--- config.mk ---
export PLATFORM = sky130hd
export DESIGN_NAME = time_pulse_dac
export DESIGN_NICKNAME = d
export VERILOG_FILES = /design/src/rtl/tpd_pkg.sv /design/src/rtl/tpd_window_counter.sv /design/src/rtl/tpd_sequencer.sv /design/src/rtl/tpd_gate.sv /design/src/rtl/time_pulse_dac.sv
export SDC_FILE = /design/constraint.sdc
export NUM_CORES = 1
export LEC_CHECK = 0
export ABC_AREA = 1
export BUFFER_PORTS_ARGS = -buffer_cell sky130_fd_sc_hd__clkbuf_2
export CAP_MARGIN = 20
export CORE_UTILIZATION = 45
export DETAILED_ROUTE_END_ITERATION = 6
export PLACE_DENSITY = 0.69
export SLEW_MARGIN = 20
export SYNTH_ARGS = -nofsm -noshare
export SYNTH_HDL_FRONTEND = slang
export SYNTH_SLANG_ARGS = --single-unit
export TNS_END_PERCENT = 5
--- constraint.sdc ---
create_clock -name clk -period 2.65 [get_ports clk]
set_clock_uncertainty 0.05 [all_clocks]
set_input_delay 0.1325 -clock clk [delete_from_list [all_inputs] [get_ports clk]]
set_output_delay 0.1325 -clock clk [all_outputs]
set_load 0.1 [all_outputs]
--- src/rtl/tpd_pkg.sv ---
package tpd_pkg;

  typedef enum logic [1:0] {
    PH_IDLE = 2'd0,
    PH_WIN  = 2'd1,
    PH_GAP  = 2'd2
  } tpd_phase_e;

endpackage

--- src/rtl/tpd_window_counter.sv ---
module tpd_window_counter #(
  parameter int CNT_W = 4,
  parameter int IDX_W = 2
) (
  input  logic             clk,
  input  logic             rst_n,
  input  logic             clr_i,
  input  logic             en_i,
  input  logic [IDX_W-1:0] idx_i,
  output logic             last_o
);

  logic [CNT_W-1:0] cnt_q;
  logic [CNT_W-1:0] cnt_d;
  logic             cnt_ce;
  logic [CNT_W-1:0] weight;
  logic [CNT_W-1:0] limit;

  // Width of the current window in cycles: 2^idx
  assign weight = CNT_W'(1) << idx_i;
  assign limit  = weight - CNT_W'(1);

  always_comb begin
    cnt_ce = clr_i | en_i;
    if (clr_i) begin
      cnt_d = '0;
    end else begin
      cnt_d = cnt_q + CNT_W'(1);
    end
  end

  always_ff @(posedge clk or negedge rst_n) begin
    if (!rst_n) begin
      cnt_q <= '0;
    end else if (cnt_ce) begin
      cnt_q <= cnt_d;
    end
  end

  assign last_o = (cnt_q == limit);

  AST_CNT_IN_WINDOW: assert property (@(posedge clk) disable iff (!rst_n)
    en_i |-> (cnt_q < limit));

endmodule

--- src/rtl/tpd_sequencer.sv ---
module tpd_sequencer
  import tpd_pkg::*;
#(
  parameter int DATA_W = 4,
  parameter int IDX_W  = 2
) (
  input  logic             clk,
  input  logic             rst_n,
  input  logic             start_i,
  input  logic             win_last_i,
  output tpd_phase_e       phase_o,
  output logic [IDX_W-1:0] idx_o,
  output logic             load_o,
  output logic             cnt_clr_o,
  output logic             cnt_en_o,
  output logic             done_o
);

  localparam logic [IDX_W-1:0] LAST_IDX = IDX_W'(DATA_W - 1);

  tpd_phase_e       phase_q, phase_d;
  logic [IDX_W-1:0] idx_q, idx_d;
  logic             done_q, done_d;
  logic             state_ce;

  always_comb begin
    phase_d   = phase_q;
    idx_d     = idx_q;
    done_d    = 1'b0;
    load_o    = 1'b0;
    cnt_clr_o = 1'b0;
    cnt_en_o  = 1'b0;
    unique case (phase_q)
      PH_IDLE: begin
        if (start_i) begin
          phase_d   = PH_WIN;
          idx_d     = '0;
          load_o    = 1'b1;
          cnt_clr_o = 1'b1;
        end
      end
      PH_WIN: begin
        if (win_last_i) begin
          cnt_clr_o = 1'b1;
          if (idx_q == LAST_IDX) begin
            phase_d = PH_IDLE;
            done_d  = 1'b1;
          end else begin
            phase_d = PH_GAP;
          end
        end else begin
          cnt_en_o = 1'b1;
        end
      end
      PH_GAP: begin
        phase_d = PH_WIN;
        idx_d   = idx_q + IDX_W'(1);
      end
      default: begin
        phase_d = PH_IDLE;
      end
    endcase
  end

  assign state_ce = (phase_d != phase_q) | (idx_d != idx_q);

  always_ff @(posedge clk or negedge rst_n) begin
    if (!rst_n) begin
      phase_q <= PH_IDLE;
      idx_q   <= '0;
    end else if (state_ce) begin
      phase_q <= phase_d;
      idx_q   <= idx_d;
    end
  end

  always_ff @(posedge clk or negedge rst_n) begin
    if (!rst_n) begin
      done_q <= 1'b0;
    end else begin
      done_q <= done_d;
    end
  end

  assign phase_o = phase_q;
  assign idx_o   = idx_q;
  assign done_o  = done_q;

  AST_GAP_THEN_NEXT_WIN: assert property (@(posedge clk) disable iff (!rst_n)
    (phase_q == PH_GAP) |=> (phase_q == PH_WIN) && (idx_q == $past(idx_q) + IDX_W'(1)));

  AST_WIN_HOLDS_UNTIL_LAST: assert property (@(posedge clk) disable iff (!rst_n)
    (phase_q == PH_WIN) && !win_last_i |=> (phase_q == PH_WIN) && $stable(idx_q));

  AST_DONE_AFTER_LAST_WIN: assert property (@(posedge clk) disable iff (!rst_n)
    (phase_q == PH_WIN) && win_last_i && (idx_q == LAST_IDX) |=> done_q && (phase_q == PH_IDLE));

  AST_DONE_SINGLE: assert property (@(posedge clk) disable iff (!rst_n)
    done_q |=> !done_q);

endmodule

--- src/rtl/tpd_gate.sv ---
module tpd_gate
  import tpd_pkg::*;
#(
  parameter int DATA_W = 4,
  parameter int IDX_W  = 2
) (
  input  logic              clk,
  input  logic              rst_n,
  input  logic              load_i,
  input  logic [DATA_W-1:0] data_i,
  input  tpd_phase_e        phase_i,
  input  logic [IDX_W-1:0]  idx_i,
  output logic              pulse_o
);

  logic [DATA_W-1:0] data_q;
  logic [DATA_W-1:0] bit_hit;
  logic              in_win;

  always_ff @(posedge clk or negedge rst_n) begin
    if (!rst_n) begin
      data_q <= '0;
    end else if (load_i) begin
      data_q <= data_i;
    end
  end

  for (genvar b = 0; b < DATA_W; b++) begin : g_bitsel
    assign bit_hit[b] = (idx_i == IDX_W'(b)) & data_q[b];
  end

  assign in_win  = (phase_i == PH_WIN);
  assign pulse_o = in_win & (|bit_hit);

  AST_DATA_HELD: assert property (@(posedge clk) disable iff (!rst_n)
    !load_i |=> $stable(data_q));

  AST_ONE_BIT_SELECTED: assert property (@(posedge clk) disable iff (!rst_n)
    $onehot0(bit_hit));

endmodule

--- src/rtl/time_pulse_dac.sv ---
module time_pulse_dac
  import tpd_pkg::*;
#(
  parameter int DATA_W = 4
) (
  input  logic              clk,
  input  logic              rst_n,
  input  logic              start_i,
  input  logic [DATA_W-1:0] data_i,
  output logic              pulse_o,
  output logic              done_o
);

  localparam int IDX_W = (DATA_W > 1) ? $clog2(DATA_W) : 1;
  localparam int CNT_W = DATA_W;

  tpd_phase_e       phase;
  logic [IDX_W-1:0] idx;
  logic             load;
  logic             cnt_clr;
  logic             cnt_en;
  logic             win_last;

  tpd_sequencer #(
    .DATA_W (DATA_W),
    .IDX_W  (IDX_W)
  ) u_seq (
    .clk        (clk),
    .rst_n      (rst_n),
    .start_i    (start_i),
    .win_last_i (win_last),
    .phase_o    (phase),
    .idx_o      (idx),
    .load_o     (load),
    .cnt_clr_o  (cnt_clr),
    .cnt_en_o   (cnt_en),
    .done_o     (done_o)
  );

  tpd_window_counter #(
    .CNT_W (CNT_W),
    .IDX_W (IDX_W)
  ) u_cnt (
    .clk    (clk),
    .rst_n  (rst_n),
    .clr_i  (cnt_clr),
    .en_i   (cnt_en),
    .idx_i  (idx),
    .last_o (win_last)
  );

  tpd_gate #(
    .DATA_W (DATA_W),
    .IDX_W  (IDX_W)
  ) u_gate (
    .clk     (clk),
    .rst_n   (rst_n),
    .load_i  (load),
    .data_i  (data_i),
    .phase_i (phase),
    .idx_i   (idx),
    .pulse_o (pulse_o)
  );

  AST_IDLE_QUIET: assert property (@(posedge clk) disable iff (!rst_n)
    done_o |-> !pulse_o);

endmodule

Yosys cells after proc, flatten, opt, wreduce, memory -nomap -nowiden:

Index checks and enable logic that the tools add are counted.

* flip-flop bits (word level): 13
* bits in latches: 0
* memory bits (writable): 0
* ROM bits: 0
* output and inout bits: 2
* memories kept: 0

* add/sub/neg operators: 3
* multipliers: 0
* div/mod/pow operators: 0
* $lt $le $gt $ge: 0
* eq/ne operators: 8
* shift operators: 1
* mux-type cells: 16
* bitwise logic cells: 7
* reductions and logical operators: 3

Operator list (count)
* 1-bit 2-to-1 mux: 8
* 2-bit 2-to-1 mux: 4
* 2-bit equality test (second input constant): 3
* 2-bit one-hot mux with 3 select lines: 1
* 1-bit AND: 5
* 4-bit by 1-bit adder with 4-bit output (second input constant): 1
* 2-bit by 1-bit equality test with 1-bit output (second input constant): 2
* 4-bit equality test: 1
* 2-bit logical NOT: 2
* 4-bit 2-to-1 mux: 1
* 2-bit inequality test: 2
* 2-bit one-hot mux with 2 select lines: 1
* 4-bit OR reduction: 1
* 1-bit by 2-bit left shift with 4-bit output (first input constant): 1
* 4-bit by 1-bit subtractor with 4-bit output (second input constant): 1
* 2-bit by 1-bit adder with 2-bit output (second input constant): 1
* 1-bit bitwise OR: 2
* 1-bit one-hot mux with 2 select lines: 1

Logic depth before layout (Yosys ltp):

Gate-level depths: netlist of run 1.

* depth after elaboration: 7
* gate-level depth with buffers: 11
* mapped depth without buffers: 11

Hierarchy:

A second synthesis of run 1 with hierarchy kept.

* cells, all modules: 91
* area, all modules: 715.7 µm²

By module, submodules not included
* tpd_window_counter: times used 1, cells an instance 37, area each 266.5 µm², seq. area each 100.1 µm²
* tpd_sequencer: times used 1, cells an instance 31, area each 252.7 µm², seq. area each 125.1 µm²
* tpd_gate: times used 1, cells an instance 23, area each 196.4 µm², seq. area each 100.1 µm²

Least setup slack after synthesis of run 1:

Ideal clock, no wire load.

* kind: register -> output
* from: reg u_seq.idx_q[1] (netlist: u_seq.idx_o[1])
* to: out pulse_o
* data arrival time: 2348 ps
* required time: 2467 ps
* slack: 120 ps
* stages on the path, launching flop included: 5
* path buffers: 0
* path through: dfrtp_1 inv_1 ha_1 nand2_1 a41oi_1

* longest elaborated chain between the ends: 4

RTL lines
* from (decl): line tpd_sequencer.sv:22 `logic [IDX_W-1:0] idx_q, idx_d;`
* from (signal assigned): line tpd_sequencer.sv:73 `idx_q <= idx_d;`
* 2-bit by 1-bit equality test with 1-bit output, or another cell as far along: line tpd_gate.sv:29 `assign bit_hit[b] = (idx_i == IDX_W'(b)) & data_q[b];`
* 1-bit AND: line tpd_gate.sv:29
* 4-bit OR reduction *: line tpd_gate.sv:33 `assign pulse_o = in_win & (|bit_hit);`
* 1-bit AND *: line tpd_gate.sv:33
* to (decl): line time_pulse_dac.sv:10 `output logic pulse_o,`

Mark *: on every way between the ends. The rest lies on a longest branch, timed or not.

Worst setup path in the final report of run 1:

Ends and elaborated chain as after synthesis.

==> results of run 1 <==
[per-layer routing]
layer	track usage [%]	part of all wire (%)	up-vias
met1	19.6	45	272
met2	29.1	49	13
met5	0	0	-
met3	7.35	4.0	4
li1	-	-	325
met4	9.09	2.0	0
[stage by stage]
| stage | total power [W] | setup WS, ns |
|---|---|---|
| 6_report | 0.00104 | 0.706 |
| 5_1_grt | 0.00113 | 0.591 |
| 4_1_cts | 0.00105 | 0.684 |
| 3_5_place_dp | 0.000925 | 0.993 |
| 3_3_place_gp | 0.000914 | 1.03 |
| 2_1_floorplan | 0.000819 | 0.120 |
[registers in the layout (all words and copies together), names as in the netlist]
register / cells
u_cnt.cnt_q: 4
u_seq.phase_o: 2
u_seq.idx_o: 2
u_gate.data_q: 4
u_seq.done_o: 1
[power groups by stage]
| stage | Clock (W) | Combinational (W) | Sequential (W) |
|---|---|---|---|
| finish | 0.000123 | 0.000577 | 0.000340 |
| global placement | 0 | 0.000574 | 0.000340 |
| global route | 0.000139 | 0.000646 | 0.000349 |
| floorplan | 0 | 0.000488 | 0.000331 |
| detailed placement | 0 | 0.000581 | 0.000344 |
| CTS | 0.000128 | 0.000587 | 0.000339 |
[worst max-delay path, delay by kind of cell (launching register included)]
kind / cells / cell delay (ns)
buffers and inverters: 2 / 0.60
and+or+nand+nor: 1 / 0.07
adders and majority gates: 1 / 0.21
AOI/OAI and AO/OA: 1 / 0.19
DFF: 1 / 0.42
[worst min-delay path by stage]
stage                    from                to  slack [ns]  depth (start not counted)
floorplan               rst_n    u_cnt.cnt_q[0]       -0.21                          0
global placement        rst_n  u_seq.phase_o[1]      -0.003                          1
detailed placement      rst_n  u_seq.phase_o[1]     0.00007                          1
CTS                 data_i[2]  u_gate.data_q[2]       0.004                          3
global route          start_i    u_seq.idx_o[1]        0.15                          4
finish                start_i    u_seq.idx_o[1]        0.12                          4
[what timing repair did]
item                                    4_1_cts  5_1_grt
hold buffers                                  4        1
endpoints found under the setup margin        0        0
endpoints found under the hold margin        16        1
[cells in the final DEF (no fill, tap or decap), drive strengths merged]
| cell type | synthesis | final |
|---|---|---|
| a41oi | 1 | 1 |
| nor2 | 8 | 8 |
| clkinv | 1 | 1 |
| o21a | 1 | 1 |
| dfrtp | 13 | 13 |
| inv | 14 | 14 |
| xor2 | 2 | 2 |
| ha | 6 | 6 |
| o21bai | 1 | 1 |
| a22oi | 1 | 1 |
| o21ai | 5 | 5 |
| a21oi | 2 | 2 |
| nand3 | 6 | 6 |
| dlygate4sd3 | 0 | 5 |
| clkbuf | 0 | 12 |
| nand2 | 33 | 33 |
[layout make-up]
class	count	area (um2)
Clock buffer	4	26.3
Fill cell	141	641
Inverter	15	57.6
Multi-Input combinational cell	66	424
Sequential cell	13	325
Tap cell	24	30.0
Timing Repair Buffer	13	90.1
[cell families (layout without fill, tap and decap cells)]
logic type | count (synthesis) | after routing | synth area share, %
buffers and inverters | 15 | 32 | 7.13
AOI/OAI and AO/OA | 11 | 11 | 11.5
DFF | 13 | 13 | 40.3
adders and majority gates | 6 | 6 | 9.30
xor gates and xnor gates | 2 | 2 | 2.17
and+or+nand+nor | 47 | 47 | 29.6
==> metrics.txt, run 1 <==
starting density of the core=about 51%; termination of the worst setup path=pulse_o; Period Utilization, post-route=around three quarters; total core area=roughly 1600 um2; total routing usage reported by global routing=between 10% and 20%; maximum level of the CTS H-tree=1; quantity of gates resized following cts=0; worst slew pin tran=~0.54 ns; result of the run=finished, final reports clean; total inserted antenna cells=0; clock tree from TritonCTS=done; clock tree sinks=13; synthesized netlist net count=~110; IR drop worst, VDD=~830 uV; commonest cells in the netlist=sky130_fd_sc_hd__nand2_1, sky130_fd_sc_hd__dfrtp_1, sky130_fd_sc_hd__inv_1; final-report setup violation count=0; top cells by area, synth=sky130_fd_sc_hd__dfrtp_1, sky130_fd_sc_hd__nand2_1, sky130_fd_sc_hd__ha_1, sky130_fd_sc_hd__inv_1, sky130_fd_sc_hd__nand3_2; warning count from the yosys run=0; Syn Area/Cell=roughly 8.6 um2; flip-flop and latch count after synthesis=13; maximum single-stage delay on the critical path=roughly 0.49 ns; fraction of the yosys area taken by sequential cells=approximately 40%; total power per unit cell area=about 1100 nW/um2; final instance area=953 um2; required time of the worst setup path=between 2 and 2.5 ns; first-pass GRT wire length=around 2400 um; CTS Root Buffer Type=sky130_fd_sc_hd__clkbuf_4; Hold Fails Final Rpt=0; max-slew headroom at the worst pin=between 60% and 70%; area grow syn2layout=18.1%; tightest hold margin=~0.12 ns; Max Cap Viol=0; starting DRC count in detailed routing=8; clock network fraction of design power=roughly an eighth; Port Buf Inserts=8; ys async rst share=100%; Total Nets Final=approximately 130; number of instances in the synthesized netlist=between 90 and 100; launch point of the worst path=u_seq.idx_o[1]; post-layout utilization of the core=roughly three fifths; maximum operating frequency=514 MHz; switching fraction of total power=48.4%; total wire length after detailed routing=approximately 1400 um; maximum net fanout on the critical path=4; Layout Cells excl Fill=between 100 and 150; number of global-route vias before repair=between 500 and 600; Net Sw Power=0.000504 W; total via count after detailed routing=between 600 and 700; worst r2r src=u_seq.idx_o[1]; unique cell type count in the Yosys netlist=23; 1st-pass router iterations=4; Cell Int Power=between 0.0005 and 0.0006 W; arrival time at the worst endpoint=1.76 ns; HPWL Detailed=between 1000 and 1500 um; Post-DP Area=about 880 um2; sequential power share=around 33%; number of max-slew violations in the final report=0; average wire length per cell after detail routing=around 10 um; clock input transition at the sequential cells of the worst setup and hold paths=0.07 ns; DIE AREA=between 1500 and 2000 um2; worst path cell trace=inv_1 -> ha_1 -> nand2_1 -> a41oi_1 -> clkbuf_2; leakage=between 0.4 and 0.5 nW; unrepaired setup endpoints after global routing=no; die width=roughly 44 um; Post-synth EDFFs=0; Startpoint Class=flip-flop; destination of the worst register-to-register timing path=u_seq.phase_o[0]; hold crit path type=primary input to flip-flop; top-count cell post-synth=sky130_fd_sc_hd__nand2_1; slowest cell on the critical path=sky130_fd_sc_hd__clkbuf_2; power share of the combinational group=55.4%; layout cells sized above 1=29.7%; vertical die dimension=about 44 um; initial antenna violation count=0; worst-skew pair later-pin latency=0.28 ns; worst reg2reg setup slack=between 1 and 1.5 ns; kind of capture point of the worst setup path=output pin; Inst Count DP=around 130; minimum clock period after layout=slightly below 2 ns; CTS Buffer Depth=2; worst reg2reg path depth=9; Post-Synthesis Cell Area=807 um2; Post-CTS Setup Repair Bufs=0; number of DRC violations after detailed routing=0; num rows=14; most used flip-flop cell after synthesis=sky130_fd_sc_hd__dfrtp_1; top cell type's share of synthesized area=between 40% and 50%; routed vias/inst=4.55; Routability Congestion=between 0.7 and 0.8; number of clock buffers inserted by TritonCTS=3; I/O Pins=9; largest net degree at the start of global routing=14; most area-hungry cell type in the Yosys netlist=sky130_fd_sc_hd__dfrtp_1; Antenna Violating Nets Remaining=0; grt ovf=0; setup TNS=0 ns; type of the worst setup path=flip-flop to output pin
No activity file was read; power rests on OpenSTA's default activity.
==> run 2, diff against run 1 <==
- clock period: 2.65 -> 1.8 ns (I/O delays scaled with it)
==> run 2 against run 1 <==
Setup slack got worse by 0.60 ns. Non-clock buffer count did not move. Register-to-register slack worse by 0.90 ns. Die area stayed put. Routed wire length increased by 2.8%. Critical endpoint unchanged. Largest cell class unchanged. Largest power group unchanged.
==> metrics.txt, run 2 (same netlist as run 1, synthesis figures left out) <==
result of the run=finished, final reports clean; area grow syn2layout=22.3%; total via count after detailed routing=around 660; Max Cap Viol=0; clock input transition at the sequential cells of the worst setup and hold paths=0.08 ns; type of the worst setup path=flip-flop to output pin; Layout Cells excl Fill=approximately 140; layout cells sized above 1=just over 30%; total routing usage reported by global routing=18.5%; met2 Usage GRT=between 30% and 40%; number of clock buffers inserted by TritonCTS=3; commonest cells after routing, fill and taps aside=sky130_fd_sc_hd__nand2_1, sky130_fd_sc_hd__dfrtp_1, sky130_fd_sc_hd__inv_1; Inst Count DP=approximately 130; kind of capture point of the worst setup path=output pin; largest net degree at the start of global routing=14; die width=44.4 um; CTS Root Buffer Type=sky130_fd_sc_hd__clkbuf_4; layer carrying the most global-route usage=met2; grt ovf=0; IR drop worst, VDD=1330 uV; total inserted antenna cells=0; clock tree from TritonCTS=done; maximum level of the CTS H-tree=1; Startpoint Class=flip-flop; post-placement setup slack=roughly 0.26 ns; final worst-path setup slack=slightly above 0.1 ns; post-layout utilization of the core=61.9%; worst-skew pair later-pin latency=roughly 0.27 ns; hold crit path type=primary input to flip-flop; slowest cell on the critical path=sky130_fd_sc_hd__dfrtp_1; maximum operating frequency=589 MHz; total wire length after detailed routing=between 1000 and 1500 um; maximum single-stage delay on the critical path=between 0.4 and 0.5 ns; Post-DP Area=911 um2; minimum clock period after layout=approximately 1.7 ns; worst slew pin tran=between 0.5 and 0.6 ns; setup TNS=0 ns; number of DRC violations after detailed routing=0; num rows=14; met1 GRT Util=between 20% and 30%; number of global-route vias before repair=640; DIE AREA=1970 um2; total core area=1590 um2; maximum net fanout on the critical path=5; Hold Fails Final Rpt=0; HPWL Detailed=roughly 1100 um; Routability Congestion=0.815; met3 demand-to-capacity share in global routing=under 10%; Post-CTS Setup Repair Bufs=0; required time of the worst setup path=roughly 1.7 ns; final-report setup violation count=0; number of max-slew violations in the final report=0; clock tree sinks=13; I/O Pins=9; initial antenna violation count=0; unrepaired setup endpoints after global routing=no; max-slew headroom at the worst pin=between 60 and 70%; vertical die dimension=roughly 44 um; most frequent standard cell in the layout excluding fill and tap cells=sky130_fd_sc_hd__nand2_1; total power per unit cell area=1640 nW/um2; biggest registers after layout=u_cnt.cnt_q (4), u_gate.data_q (4); average wire length per cell after detail routing=10.8 um; arrival time at the worst endpoint=1.56 ns; starting DRC count in detailed routing=13; Antenna Violating Nets Remaining=0; leakage=0.485 nW; first-pass GRT wire length=~2600 um; CTS Buffer Depth=2; routed vias/inst=4.87; final instance area=around 990 um2; Port Buf Inserts=8; starting density of the core=approximately half; worst path cell trace=ha_1 -> nand2_1 -> a41oi_4 -> buf_12; Period Utilization, post-route=94.3%; Total Nets Final=~130; 1st-pass router iterations=5
## run 2: changes by cell type in the layout (fill, tap and decap cells not counted), sizes merged
| cell | delta |
|---|---|
| buf | +1 |
| clkbuf | -1 |
## run 2: repair_timing
item / in CTS / in global routing
endpoints found under the setup margin: 0 / 0
hold buffers: 5 / 0
endpoints found under the hold margin: 17 / 0
resized for setup: 0 / 0
## run 2: worst paths after layout
check,startpoint,slack (ns),endpoint,cells after the start
min,start_i,0.08,u_seq.idx_o[1],4
max,u_seq.idx_o[0],0.10,pulse_o,4
max in group asynchronous,rst_n,1.26,u_gate.data_q[3],2
max reg2reg,u_seq.idx_o[1],0.24,u_seq.phase_o[0],9
min reg2reg,u_gate.data_q[1],0.43,u_gate.data_q[1],2
min in group asynchronous,rst_n,0.19,u_seq.phase_o[1],2
## run 2: critical path, delay by kind of cell, from the launching register on
| kind | cells | cell delay, ns |
|---|---|---|
| simple gates | 1 | 0.12 |
| compound gates | 1 | 0.24 |
| flops | 1 | 0.42 |
| buf+inv | 1 | 0.20 |
| fa+ha+maj | 1 | 0.29 |
## run 2: final cells by class
cell class | instances | area [um2]
Tap cell | 24 | 30.0
Inverter | 15 | 57.6
Timing Repair Buffer | 13 | 105
Sequential cell | 13 | 325
Clock buffer | 4 | 26.3
Fill cell | 133 | 607
Multi-Input combinational cell | 66 | 443
## run 2: power breakdown
group / internal, W / switching [W]
combinational: 0.000350 / 0.000585
sequential: 0.000402 / 0.0000958
clock: 0.0000858 / 0.0000980
## run 2: metal layers
| layer | wire length, um | up-vias |
|---|---|---|
| met5 | 0 | - |
| met3 | 46 | 2 |
| met2 | 714 | 14 |
| met4 | 8 | 0 |
| li1 | - | 330 |
| met1 | 685 | 312 |
## run 2: metrics by stage
step / hold slack [ns] / total power (W)
after floorplan: -0.256 / 0.00124
after global placement: -0.0409 / 0.00142
after detailed placement: -0.0461 / 0.00144
after CTS: 0.0863 / 0.00164
after global routing: 0.132 / 0.00175
final: 0.0831 / 0.00162
==> run 3, diff against run 2 <==
- ABC_CLOCK_PERIOD_IN_PS: not set -> 1800
- PLACE_DENSITY: 0.69 -> not set
==> run 3 against run 2 <==
Clock power rose by 2%. Combinational power about the same. Via count fell by 5.5%. Design area did not move. Critical path depth is the same. Maximum frequency shrank 0.11%. Non-clock buffer count stayed put. Utilization unchanged. Total power grew 0.58%. Die area unchanged. Largest power group unchanged.
==> metrics.txt, run 3 (same netlist as run 1, synthesis figures left out) <==
most frequent standard cell in the layout excluding fill and tap cells=sky130_fd_sc_hd__nand2_1; HPWL Detailed=1120 um; CTS Buffer Depth=2; grt ovf=0; starting density of the core=between 50% and 60%; clock input transition at the sequential cells of the worst setup and hold paths=around 0.080 ns; total inserted antenna cells=0; Hold Buf Count CTS=5; HP Start=start_i; Hold Crit Endpoint=u_seq.idx_o[1]; number of max-slew violations in the final report=0; total routing usage reported by global routing=20.0%; clock tree sinks=13; minimum clock period after layout=~1.7 ns; worst reg2reg path depth=9; final-report setup violation count=0; total core area=1590 um2; worst reg2reg setup slack=between 0.2 and 0.25 ns; Antenna Violating Nets Remaining=0; 1st-pass router iterations=3; total wire length after detailed routing=approximately 1500 um; num rows=14; Post-CTS Setup Repair Bufs=0; layout cells sized above 1=between 30% and 40%; quantity of gates resized following cts=0; I/O Pins=9; unrepaired setup endpoints after global routing=no; IR drop worst, VDD=1100 uV; maximum net fanout on the critical path=5; total via count after detailed routing=roughly 620; result of the run=finished, final reports clean; Startpoint Class=flip-flop; filler instances=~150; leakage=just under 0.5 nW; post-layout utilization of the core=between 60 and 70%; type of the worst setup path=flip-flop to output pin; Hold Fails Final Rpt=0; area grow syn2layout=22.3%; hold crit path type=primary input to flip-flop; Period Utilization, post-route=between 90% and 100%; area used by multi-input combinational logic=~440 um2; clock tree from TritonCTS=done; largest net degree at the start of global routing=14; Max Cap Viol=0; Port Buf Inserts=8; worst-skew pair later-pin latency=0.28 ns; worst slew pin tran=0.536 ns; starting DRC count in detailed routing=5; destination of the worst register-to-register timing path=u_seq.phase_o[0]; first-pass GRT wire length=approximately 2700 um; arrival time at the worst endpoint=between 1.5 and 2 ns; number of DRC violations after detailed routing=0; number of clock buffers inserted by TritonCTS=3; Tot Pwr=0.00163 W; commonest cells after routing, fill and taps aside=sky130_fd_sc_hd__nand2_1, sky130_fd_sc_hd__dfrtp_1, sky130_fd_sc_hd__inv_1; total power per unit cell area=around 1600 nW/um2; register cell area after layout=between 300 and 400 um2; die width=~44 um; Routability Congestion=0.744; setup TNS=0 ns; biggest registers after layout=u_cnt.cnt_q (4), u_gate.data_q (4); routed vias/inst=approximately 4.6; vertical die dimension=44.4 um; required time of the worst setup path=about 1.7 ns; initial antenna violation count=0; number of cells on the worst hold path=4; worst r2r src=u_seq.idx_o[1]; maximum operating frequency=just under 600 MHz; Total Nets Final=125; average wire length per cell after detail routing=around 11 um; max-slew headroom at the worst pin=around 64%; maximum level of the CTS H-tree=1; DIE AREA=1970 um2; number of global-route vias before repair=approximately 620; CTS Root Buffer Type=sky130_fd_sc_hd__clkbuf_4; kind of capture point of the worst setup path=output pin
==> run 3: cell counts in the layout (fill, tap and decap cells not counted) <==
Identical to the previous run, type by type.
==> run 3: per-stage QoR <==
stage / cell area (um2) / cells / hold slack [ns] / setup slack [ns]
floorplan: 826 / 94 / -0.256 / 0.248
global placement: 911 / 126 / -0.0474 / 0.250
detailed placement: 911 / 126 / -0.0443 / 0.262
CTS: 987 / 135 / 0.0660 / 0.0794
global route: 987 / 135 / 0.101 / 0.0148
finish: 987 / 135 / 0.0676 / 0.100
==> run 3: worst max path at each step <==
| stage | cells past startpoint | slack [ns] | endpoint | from |
|---|---|---|---|---|
| after floorplan | 4 | 0.25 | pulse_o | u_seq.idx_o[0] |
| after detailed placement | 9 | 0.26 | u_seq.phase_o[0] | u_seq.idx_o[1] |
| after CTS | 4 | 0.08 | pulse_o | u_seq.idx_o[1] |
| after global placement | 7 | 0.25 | u_cnt.cnt_q[0] | u_seq.idx_o[1] |
| after global routing | 5 | 0.01 | pulse_o | u_seq.idx_o[1] |
| final | 4 | 0.10 | pulse_o | u_seq.idx_o[1] |
==> run 3: worst max-delay path: stages (launching register included) <==
cell	delay [ns]
sky130_fd_sc_hd__dfrtp_1	0.41
sky130_fd_sc_hd__ha_1	0.29
sky130_fd_sc_hd__nand2_1	0.12
sky130_fd_sc_hd__a41oi_4	0.25
sky130_fd_sc_hd__buf_12	0.20
==> run 3: area by class of cell <==
type	instances	share of cell area (%)
Timing Repair Buffer	13	10.6
Sequential cell	13	33.0
Multi-Input combinational cell	66	44.9
Tap cell	24	3.04
Inverter	15	5.83
Clock buffer	4	2.66
==> run 3: report_power, final <==
part | switching [W] | internal (W) | total [W]
combinational | 0.000587 | 0.000351 | 0.000938
sequential | 0.0000980 | 0.000402 | 0.000500
clock | 0.000102 | 0.0000861 | 0.000188
==> run 3: routing by layer <==
| layer | vias up | GRT usage, % | part of all wire, % |
|---|---|---|---|
| li1 | 328 | - | - |
| met1 | 280 | 25.4 | 50 |
| met2 | 10 | 32.1 | 46 |
| met3 | 4 | 2.45 | 1.7 |
| met4 | 0 | 12.7 | 2.4 |
| met5 | - | 0 | 0 |
